## src/rtl/rtc_cal_pkg.sv

```systemverilog
package rtc_cal_pkg;

  localparam int NUM_FIELDS = 8;
  localparam int IDX_W      = $clog2(NUM_FIELDS);

  // field indices; register offset is index + 1
  localparam int F_SEC  = 0;
  localparam int F_MIN  = 1;
  localparam int F_HOUR = 2;
  localparam int F_WDAY = 3;
  localparam int F_DATE = 4;
  localparam int F_MON  = 5;
  localparam int F_YEAR = 6;
  localparam int F_CENT = 7;

  // control byte bit positions
  localparam int FLAG_FREEZE = 0;
  localparam int FLAG_LOAD   = 1;

  typedef logic [NUM_FIELDS-1:0][7:0] cal_vec_t;

  function automatic logic [7:0] field_mask(input int idx);
    case (idx)
      F_SEC, F_MIN:   return 8'h7F;
      F_HOUR, F_DATE: return 8'h3F;
      F_WDAY:         return 8'h07;
      F_MON:          return 8'h1F;
      default:        return 8'hFF;
    endcase
  endfunction

  function automatic logic [7:0] field_floor(input int idx);
    case (idx)
      F_WDAY, F_DATE, F_MON: return 8'h01;
      default:               return 8'h00;
    endcase
  endfunction

  function automatic logic [7:0] field_reset(input int idx);
    case (idx)
      F_CENT:                return 8'h20;
      F_WDAY, F_DATE, F_MON: return 8'h01;
      default:               return 8'h00;
    endcase
  endfunction

  // fixed upper limit of a field (date is computed separately)
  function automatic logic [7:0] field_limit(input int idx);
    case (idx)
      F_SEC, F_MIN:   return 8'h59;
      F_HOUR:         return 8'h23;
      F_WDAY:         return 8'h07;
      F_MON:          return 8'h12;
      default:        return 8'h99;
    endcase
  endfunction

  function automatic logic year_is_leap(input logic [7:0] yr);
    logic [7:0] bin;
    bin = ({4'h0, yr[7:4]} * 8'd10) + {4'h0, yr[3:0]};
    return (bin[1:0] == 2'b00);
  endfunction

  function automatic logic [7:0] month_days(input logic [7:0] mon, input logic [7:0] yr);
    case (mon)
      8'h02:                      return year_is_leap(yr) ? 8'h29 : 8'h28;
      8'h04, 8'h06, 8'h09, 8'h11: return 8'h30;
      default:                    return 8'h31;
    endcase
  endfunction

  // one BCD step; an invalid low nibble runs on to F and wraps without carry
  function automatic logic [7:0] nibble_step(input logic [7:0] v);
    logic [3:0] hi, lo;
    hi = v[7:4];
    lo = v[3:0];
    if (lo == 4'h9) return {hi + 4'h1, 4'h0};
    return {hi, lo + 4'h1};
  endfunction

endpackage

```

## src/rtl/rtc_time_counter.sv

```systemverilog
module rtc_time_counter
  import rtc_cal_pkg::*;
(
  input  logic                  clk,
  input  logic                  rst_n,
  input  logic                  tick,
  input  logic                  load,
  input  cal_vec_t              base,
  output cal_vec_t              cnt,
  output logic [NUM_FIELDS-1:0] carry
);

  cal_vec_t              limit;
  cal_vec_t              nxt;
  logic [NUM_FIELDS-1:0] at_lim;
  logic [NUM_FIELDS-1:0] step_en;

  for (genvar i = 0; i < NUM_FIELDS; i++) begin : g_field
    if (i == F_DATE) begin : g_dyn
      assign limit[i] = month_days(cnt[F_MON], cnt[F_YEAR]);
    end else begin : g_fix
      assign limit[i] = field_limit(i);
    end
    assign at_lim[i] = (cnt[i] == limit[i]);
    assign nxt[i]    = at_lim[i] ? field_floor(i) : (nibble_step(cnt[i]) & field_mask(i));
  end

  // ripple of enables along the carry chain; hour feeds weekday and date
  always_comb begin
    logic run;
    run             = tick;
    step_en[F_SEC]  = run;
    run             = run & at_lim[F_SEC];
    step_en[F_MIN]  = run;
    run             = run & at_lim[F_MIN];
    step_en[F_HOUR] = run;
    run             = run & at_lim[F_HOUR];
    step_en[F_WDAY] = run;
    step_en[F_DATE] = run;
    run             = run & at_lim[F_DATE];
    step_en[F_MON]  = run;
    run             = run & at_lim[F_MON];
    step_en[F_YEAR] = run;
    run             = run & at_lim[F_YEAR];
    step_en[F_CENT] = run;
  end

  assign carry = step_en & at_lim;

  always_ff @(posedge clk or negedge rst_n) begin
    if (!rst_n) begin
      for (int i = 0; i < NUM_FIELDS; i++) cnt[i] <= field_reset(i);
    end else begin
      for (int i = 0; i < NUM_FIELDS; i++) begin
        if (load)            cnt[i] <= base[i];
        else if (step_en[i]) cnt[i] <= nxt[i];
      end
    end
  end

  // no tick and no load leaves every counter unchanged
  a_r4_still_without_tick: assert property (@(posedge clk) disable iff (!rst_n)
    (!tick && !load) |=> $stable(cnt));

  // a transfer copies the holding registers exactly
  a_r9_base_taken: assert property (@(posedge clk) disable iff (!rst_n)
    load |=> (cnt == $past(base)));

  // weekday wraps to 1
  a_r5_weekday_wrap: assert property (@(posedge clk) disable iff (!rst_n)
    (carry[F_WDAY] && !load) |=> (cnt[F_WDAY] == 8'h01));

  // year rollover clears year and moves the century
  a_r7_century_step: assert property (@(posedge clk) disable iff (!rst_n)
    (carry[F_YEAR] && !load) |=> (cnt[F_YEAR] == 8'h00 && cnt[F_CENT] != $past(cnt[F_CENT])));

endmodule

```

## src/rtl/rtc_reg_window.sv

```systemverilog
module rtc_reg_window
  import rtc_cal_pkg::*;
#(
  parameter int ADDR_W = 8
)(
  input  logic              clk,
  input  logic              rst_n,
  input  logic [ADDR_W-1:0] addr,
  input  logic              wr_en,
  input  logic [7:0]        wr_data,
  input  cal_vec_t          cnt,
  output logic [7:0]        rd_data,
  output cal_vec_t          hold,
  output logic              load_go
);

  localparam int         OFF_W    = 4;
  localparam logic [3:0] LAST_OFF = 4'(NUM_FIELDS);

  logic             freeze_q, load_q;
  logic             win_hit, flag_sel, fld_sel, flag_wr, fld_wr, mirror;
  logic [OFF_W-1:0] off, fld_idx;

  assign win_hit  = &addr[ADDR_W-1:OFF_W];
  assign off      = addr[OFF_W-1:0];
  assign flag_sel = win_hit && (off == 4'h0);
  assign fld_sel  = win_hit && (off >= 4'h1) && (off <= LAST_OFF);
  assign fld_idx  = off - 4'h1;
  assign flag_wr  = wr_en && flag_sel;
  assign fld_wr   = wr_en && fld_sel && load_q;
  assign load_go  = flag_wr && load_q && !wr_data[FLAG_LOAD];
  assign mirror   = !freeze_q && !load_q;

  always_ff @(posedge clk or negedge rst_n) begin
    if (!rst_n) begin
      freeze_q <= 1'b0;
      load_q   <= 1'b0;
    end else if (flag_wr) begin
      freeze_q <= wr_data[FLAG_FREEZE];
      load_q   <= wr_data[FLAG_LOAD];
    end
  end

  always_ff @(posedge clk or negedge rst_n) begin
    if (!rst_n) begin
      for (int i = 0; i < NUM_FIELDS; i++) hold[i] <= field_reset(i);
    end else begin
      for (int i = 0; i < NUM_FIELDS; i++) begin
        if (fld_wr && (fld_idx == 4'(i))) hold[i] <= wr_data & field_mask(i);
        else if (mirror)                  hold[i] <= cnt[i] & field_mask(i);
      end
    end
  end

  always_comb begin
    rd_data = 8'h00;
    if (flag_sel) begin
      rd_data[FLAG_FREEZE] = freeze_q;
      rd_data[FLAG_LOAD]   = load_q;
    end else if (fld_sel) begin
      rd_data = hold[fld_idx[IDX_W-1:0]];
    end
  end

  // a frozen snapshot moves only through accepted field writes
  a_r8_frozen_hold: assert property (@(posedge clk) disable iff (!rst_n)
    (!mirror && !fld_wr) |=> $stable(hold));

  // a field write with load clear while frozen changes nothing
  a_r10_locked_fields: assert property (@(posedge clk) disable iff (!rst_n)
    (wr_en && fld_sel && !load_q && freeze_q) |=> $stable(hold));

endmodule

```

## src/rtl/rtc_bcd_calendar.sv

```systemverilog
module rtc_bcd_calendar
  import rtc_cal_pkg::*;
#(
  parameter int ADDR_W = 8
)(
  input  logic              clk,
  input  logic              rst_n,
  input  logic              tick_1hz,
  input  logic [ADDR_W-1:0] bus_addr,
  input  logic              bus_wr,
  input  logic [7:0]        bus_wdata,
  output logic [7:0]        bus_rdata
);

  cal_vec_t              hold_vec;
  cal_vec_t              live_vec;
  logic                  load_go;
  logic [NUM_FIELDS-1:0] field_carry;

  rtc_reg_window #(.ADDR_W(ADDR_W)) u_window (
    .clk     (clk),
    .rst_n   (rst_n),
    .addr    (bus_addr),
    .wr_en   (bus_wr),
    .wr_data (bus_wdata),
    .cnt     (live_vec),
    .rd_data (bus_rdata),
    .hold    (hold_vec),
    .load_go (load_go)
  );

  rtc_time_counter u_counter (
    .clk   (clk),
    .rst_n (rst_n),
    .tick  (tick_1hz),
    .load  (load_go),
    .base  (hold_vec),
    .cnt   (live_vec),
    .carry (field_carry)
  );

endmodule

```

## config.mk

```make
export PLATFORM = sky130hd
export DESIGN_NAME = rtc_bcd_calendar
export DESIGN_NICKNAME = d
export VERILOG_FILES = /design/src/rtl/rtc_cal_pkg.sv /design/src/rtl/rtc_time_counter.sv /design/src/rtl/rtc_reg_window.sv /design/src/rtl/rtc_bcd_calendar.sv
export SDC_FILE = /design/constraint.sdc
export NUM_CORES = 1
export LEC_CHECK = 0
export BUFFER_PORTS_ARGS = -buffer_cell sky130_fd_sc_hd__buf_4
export CAP_MARGIN = 20
export CORE_AREA = 2 2 130 132
export CTS_BUF_LIST = sky130_fd_sc_hd__clkbuf_16
export DETAILED_ROUTE_END_ITERATION = 10
export DIE_AREA = 0 0 132 134
export HOLD_SLACK_MARGIN = 0.08
export PLACE_DENSITY_LB_ADDON = 0.25
export SLEW_MARGIN = 20
export SYNTH_ARGS = -nofsm -noshare
export SYNTH_HDL_FRONTEND = slang
export SYNTH_SLANG_ARGS = --single-unit
```

## constraint.sdc

```tcl
create_clock -name clk -period 4.3 [get_ports clk]
set_clock_uncertainty 0.05 [all_clocks]
set_input_delay 0.645 -clock clk [delete_from_list [all_inputs] [get_ports clk]]
set_output_delay 0.645 -clock clk [all_outputs]
set_load 0.005 [all_outputs]
```

==> flow_summary.ini <==
[detailed_routing]
drt_antenna_net_count = 0
avgRoutedWirePerCell_um = 20.59
remaining_drc_errors = 0
drt_iter0_drc = 446
vias = 5519
drt-total-wl_mm = 18.67
drt-vias-per-instance = 6.085
drt_pre_antenna_iters = 5

[worst_setup_path]
cp.arrival_ps = 3620
rrSetupSlack_ps = 1230
timing.critical_path.fanout_max = 9
timing_worst_setup_path_type = in -> reg
reg2reg_to = u_counter.cnt[62]
worst_case_reg_to_reg_path_depth = 8
launching_point_of_the_worst_reg2reg_path = u_counter.cnt[1]
critical_path_required_ps = 4520
critical_path.slowest_cell = sky130_fd_sc_hd__or4_2
worstPathCellList = buf_4, inv_1, ha_1, or3b_4, or4_2, a21oi_4, nand4_4, or4_1, a31oi_1
crit_path_max_incr_delay_ps = 680
critPathLaunchType = input pin
cp-end-kind = flip-flop

[clock_network]
clock_tree.buffer_depth = 2
cts_setup_buffers = 0
tritoncts_clock_tree = done
cts_resized = 0
clock-root-buffer = sky130_fd_sc_hd__clkbuf_16
cts.clk_slew.worst_paths_ps = 70
cts_made_buffers = 9
ctsHoldBuffers = 0
h_tree_level_count = 3
worstSkewPairLatency_ps = 350
clkSinkCount = 102

[place]
dp_worst_setup_slack_ps = 539.3
dp_cells = 891
dp_hpwl_mm = 13.06
place.port_buffers = 27
gpl.final_weighted_congestion = 0.8789

[floorplanning]
die_x_um = 132
num_io_pins = 28
die_height_um = 134
row_count = 47
start_util = 0.3954
total_core_area_um2 = 16290
die-area_um2 = 17690

[sta]
final_period_minus_worst_setup_slack_ps = 3406
tns_ps = 0
finalCritPeriodShare = 0.7921
report.final.hold_viol_count = 0
final-max-slew-violation-count = 0
report.final.setup_viol = 0
worst_slew_margin_rel = 0.5344
setup_slack_ps = 894.2
grt_setup_unrepaired = no
max_slew.worst_pin.slew_ps = 695.3
fmax_ghz = 0.2936

[power_and_ir_drop]
report.power.total_w = 0.002288
power.share.switching = 0.2734
worst_ir_drop_vdd_mv = 0.3103
proportion_of_power_drawn_by_the_clock_network = 0.377
comb_power_share = 0.138
sw_pwr_w = 0.0006257
total_power_divided_by_cell_area_nw_per_um2 = 321.5
cell_internal_pwr_w = 0.001663
leakagePower_nw = 3.307
power.share.sequential = 0.485

[yosys]
synth_area_in_adders = 0.04856
yosys.area_share.simple = 0.1904
netlist_instances = 676
synth_cell_types = 74
synth_seq_cells = 102
synth_edf_count = 0
synthesis.yosys.warnings = 0
dominantRegCellSynth = sky130_fd_sc_hd__dfrtp_1
synthArstFlopShare = 1.000
post_synth_xor_area_fraction = 0.008159
synth_fp_nets = 721
dominant_combinational_cell_family_by_area_after_synthesis = compound AO/OA/AOI/OAI gates
synth_seq_area_share = 0.3978
postSynthAreaPerCell_um2 = 9.528
synth.mux.area_fraction = 0.05245
synth-compound-area-share = 0.2527
mappedNetlistArea_um2 = 6441

[cells_and_area]
final_layout_size_suffix_gt1_frac = 0.1441
mostFrequentLayoutCell = sky130_fd_sc_hd__dfrtp_1
finish.utilization = 0.4369
diodes = 0
areaGrowthSynthToFinish_pct = 10.49
layoutNonFillerInstCount = 907
layout.cells.most_common_list = sky130_fd_sc_hd__dfrtp_1 (94), sky130_fd_sc_hd__nor2_1 (60), sky130_fd_sc_hd__nand2_1 (46), sky130_fd_sc_hd__a22o_1 (42), sky130_fd_sc_hd__buf_4 (42)
n_fill_cell = 1594
fin_nets = 727

[run_status]
run_status = finished clean

[global_route]
maximum_number_of_pins_on_one_net_before_global_route_repair = 58
grt_pass1_wl_mm = 30.06
first_global_vias = 5310
grt.overflow.total = 0
globalRouteTotalUtil = 0.2188
number_of_antenna_violations_at_the_first_check_in_global_routing = 0

[run]
cap_violations = 0

[min_path]
worst_hold_path_class = in -> async
cell usage after synthesis, types with 11 or more instances:
library cell | instances | area (um2)
sky130_fd_sc_hd__dfrtp_1 | 94 | 2352
sky130_fd_sc_hd__nor2_1 | 61 | 229.0
sky130_fd_sc_hd__nand2_1 | 46 | 172.7
sky130_fd_sc_hd__a22o_1 | 42 | 367.9
sky130_fd_sc_hd__a21o_1 | 41 | 307.8
sky130_fd_sc_hd__o21ai_0 | 37 | 185.2
sky130_fd_sc_hd__clkbuf_1 | 35 | 131.4
sky130_fd_sc_hd__a31oi_1 | 25 | 156.4
sky130_fd_sc_hd__ha_1 | 25 | 312.8
sky130_fd_sc_hd__inv_1 | 23 | 86.33
sky130_fd_sc_hd__nor3_1 | 23 | 115.1
sky130_fd_sc_hd__a21oi_1 | 21 | 105.1
sky130_fd_sc_hd__nand3_1 | 17 | 85.08
sky130_fd_sc_hd__o31ai_1 | 12 | 90.09
sky130_fd_sc_hd__or4_1 | 11 | 82.58
worst max-delay path by stage:
stage	end	slack (ps)	from	cells past startpoint
after floorplan	bus_rdata[3]	440	bus_addr[0]	9
after global placement	u_counter.cnt[62]	640	bus_addr[0]	9
after detailed placement	u_counter.cnt[62]	540	bus_addr[0]	9
after CTS	u_counter.cnt[62]	900	bus_addr[0]	9
after global routing	u_counter.cnt[62]	770	bus_addr[0]	9
final	u_counter.cnt[62]	890	bus_addr[0]	9
stage by stage:
step / hold WS [ps] / instance area [um2]
2_1_floorplan: 299.4 / 6441
3_3_place_gp: 434.6 / 6810
3_5_place_dp: 443.5 / 6810
4_1_cts: 101.1 / 7117
5_1_grt: 103.1 / 7117
6_report: 104.2 / 7117
layer usage:
metal / global-route usage / routed length, um / vias up
met5: 0 / 0 / -
met4: 0.07609 / 438 / 0
met3: 0.04044 / 936 / 31
met2: 0.3365 / 8455 / 176
met1: 0.3109 / 8842 / 2750
li1: - / - / 2562
kinds of logic after synthesis:
logic type,count (synthesis)
multiplexers,22
AND/OR/NAND/NOR,225
AO/OA/AOI/OAI,226
buffers and inverters,70
flip-flops,102
adder cells (fa/ha/maj),25
XOR/XNOR,6
sequential cells by signal, summed over array words and instances, names as in the netlist:
register / cells
u_window.hold: 50
u_window.load_q: 1
u_counter.cnt: 50
u_window.freeze_q: 1
area by class of cell:
type	count	area, um2	area share
Clock buffer	9	225.2	0.03165
Timing Repair Buffer	42	315.3	0.04430
Tap cell	220	275.3	0.03868
Clock inverter	7	81.33	0.01143
Sequential cell	102	2562	0.3601
Multi-Input combinational cell	504	3571	0.5018
Inverter	23	86.33	0.01213
power groups by stage:
stage                     clock network (W)  registers [W]  logic [W]
after floorplan                           0        0.00108   0.000222
after global placement                    0        0.00112   0.000307
after detailed placement                  0        0.00112   0.000317
after CTS                          0.000887        0.00110   0.000318
after global routing               0.000916        0.00112   0.000353
final                              0.000863        0.00111   0.000316
worst max-delay path, delay by kind of cell:
family | cells | cell delay, ps
and+or+nand+nor | 4 | 1850
AOI/OAI and AO/OA | 2 | 550
adders and majority gates | 1 | 300
buffers and inverters | 2 | 280
No activity file was read; power rests on OpenSTA's default activity.
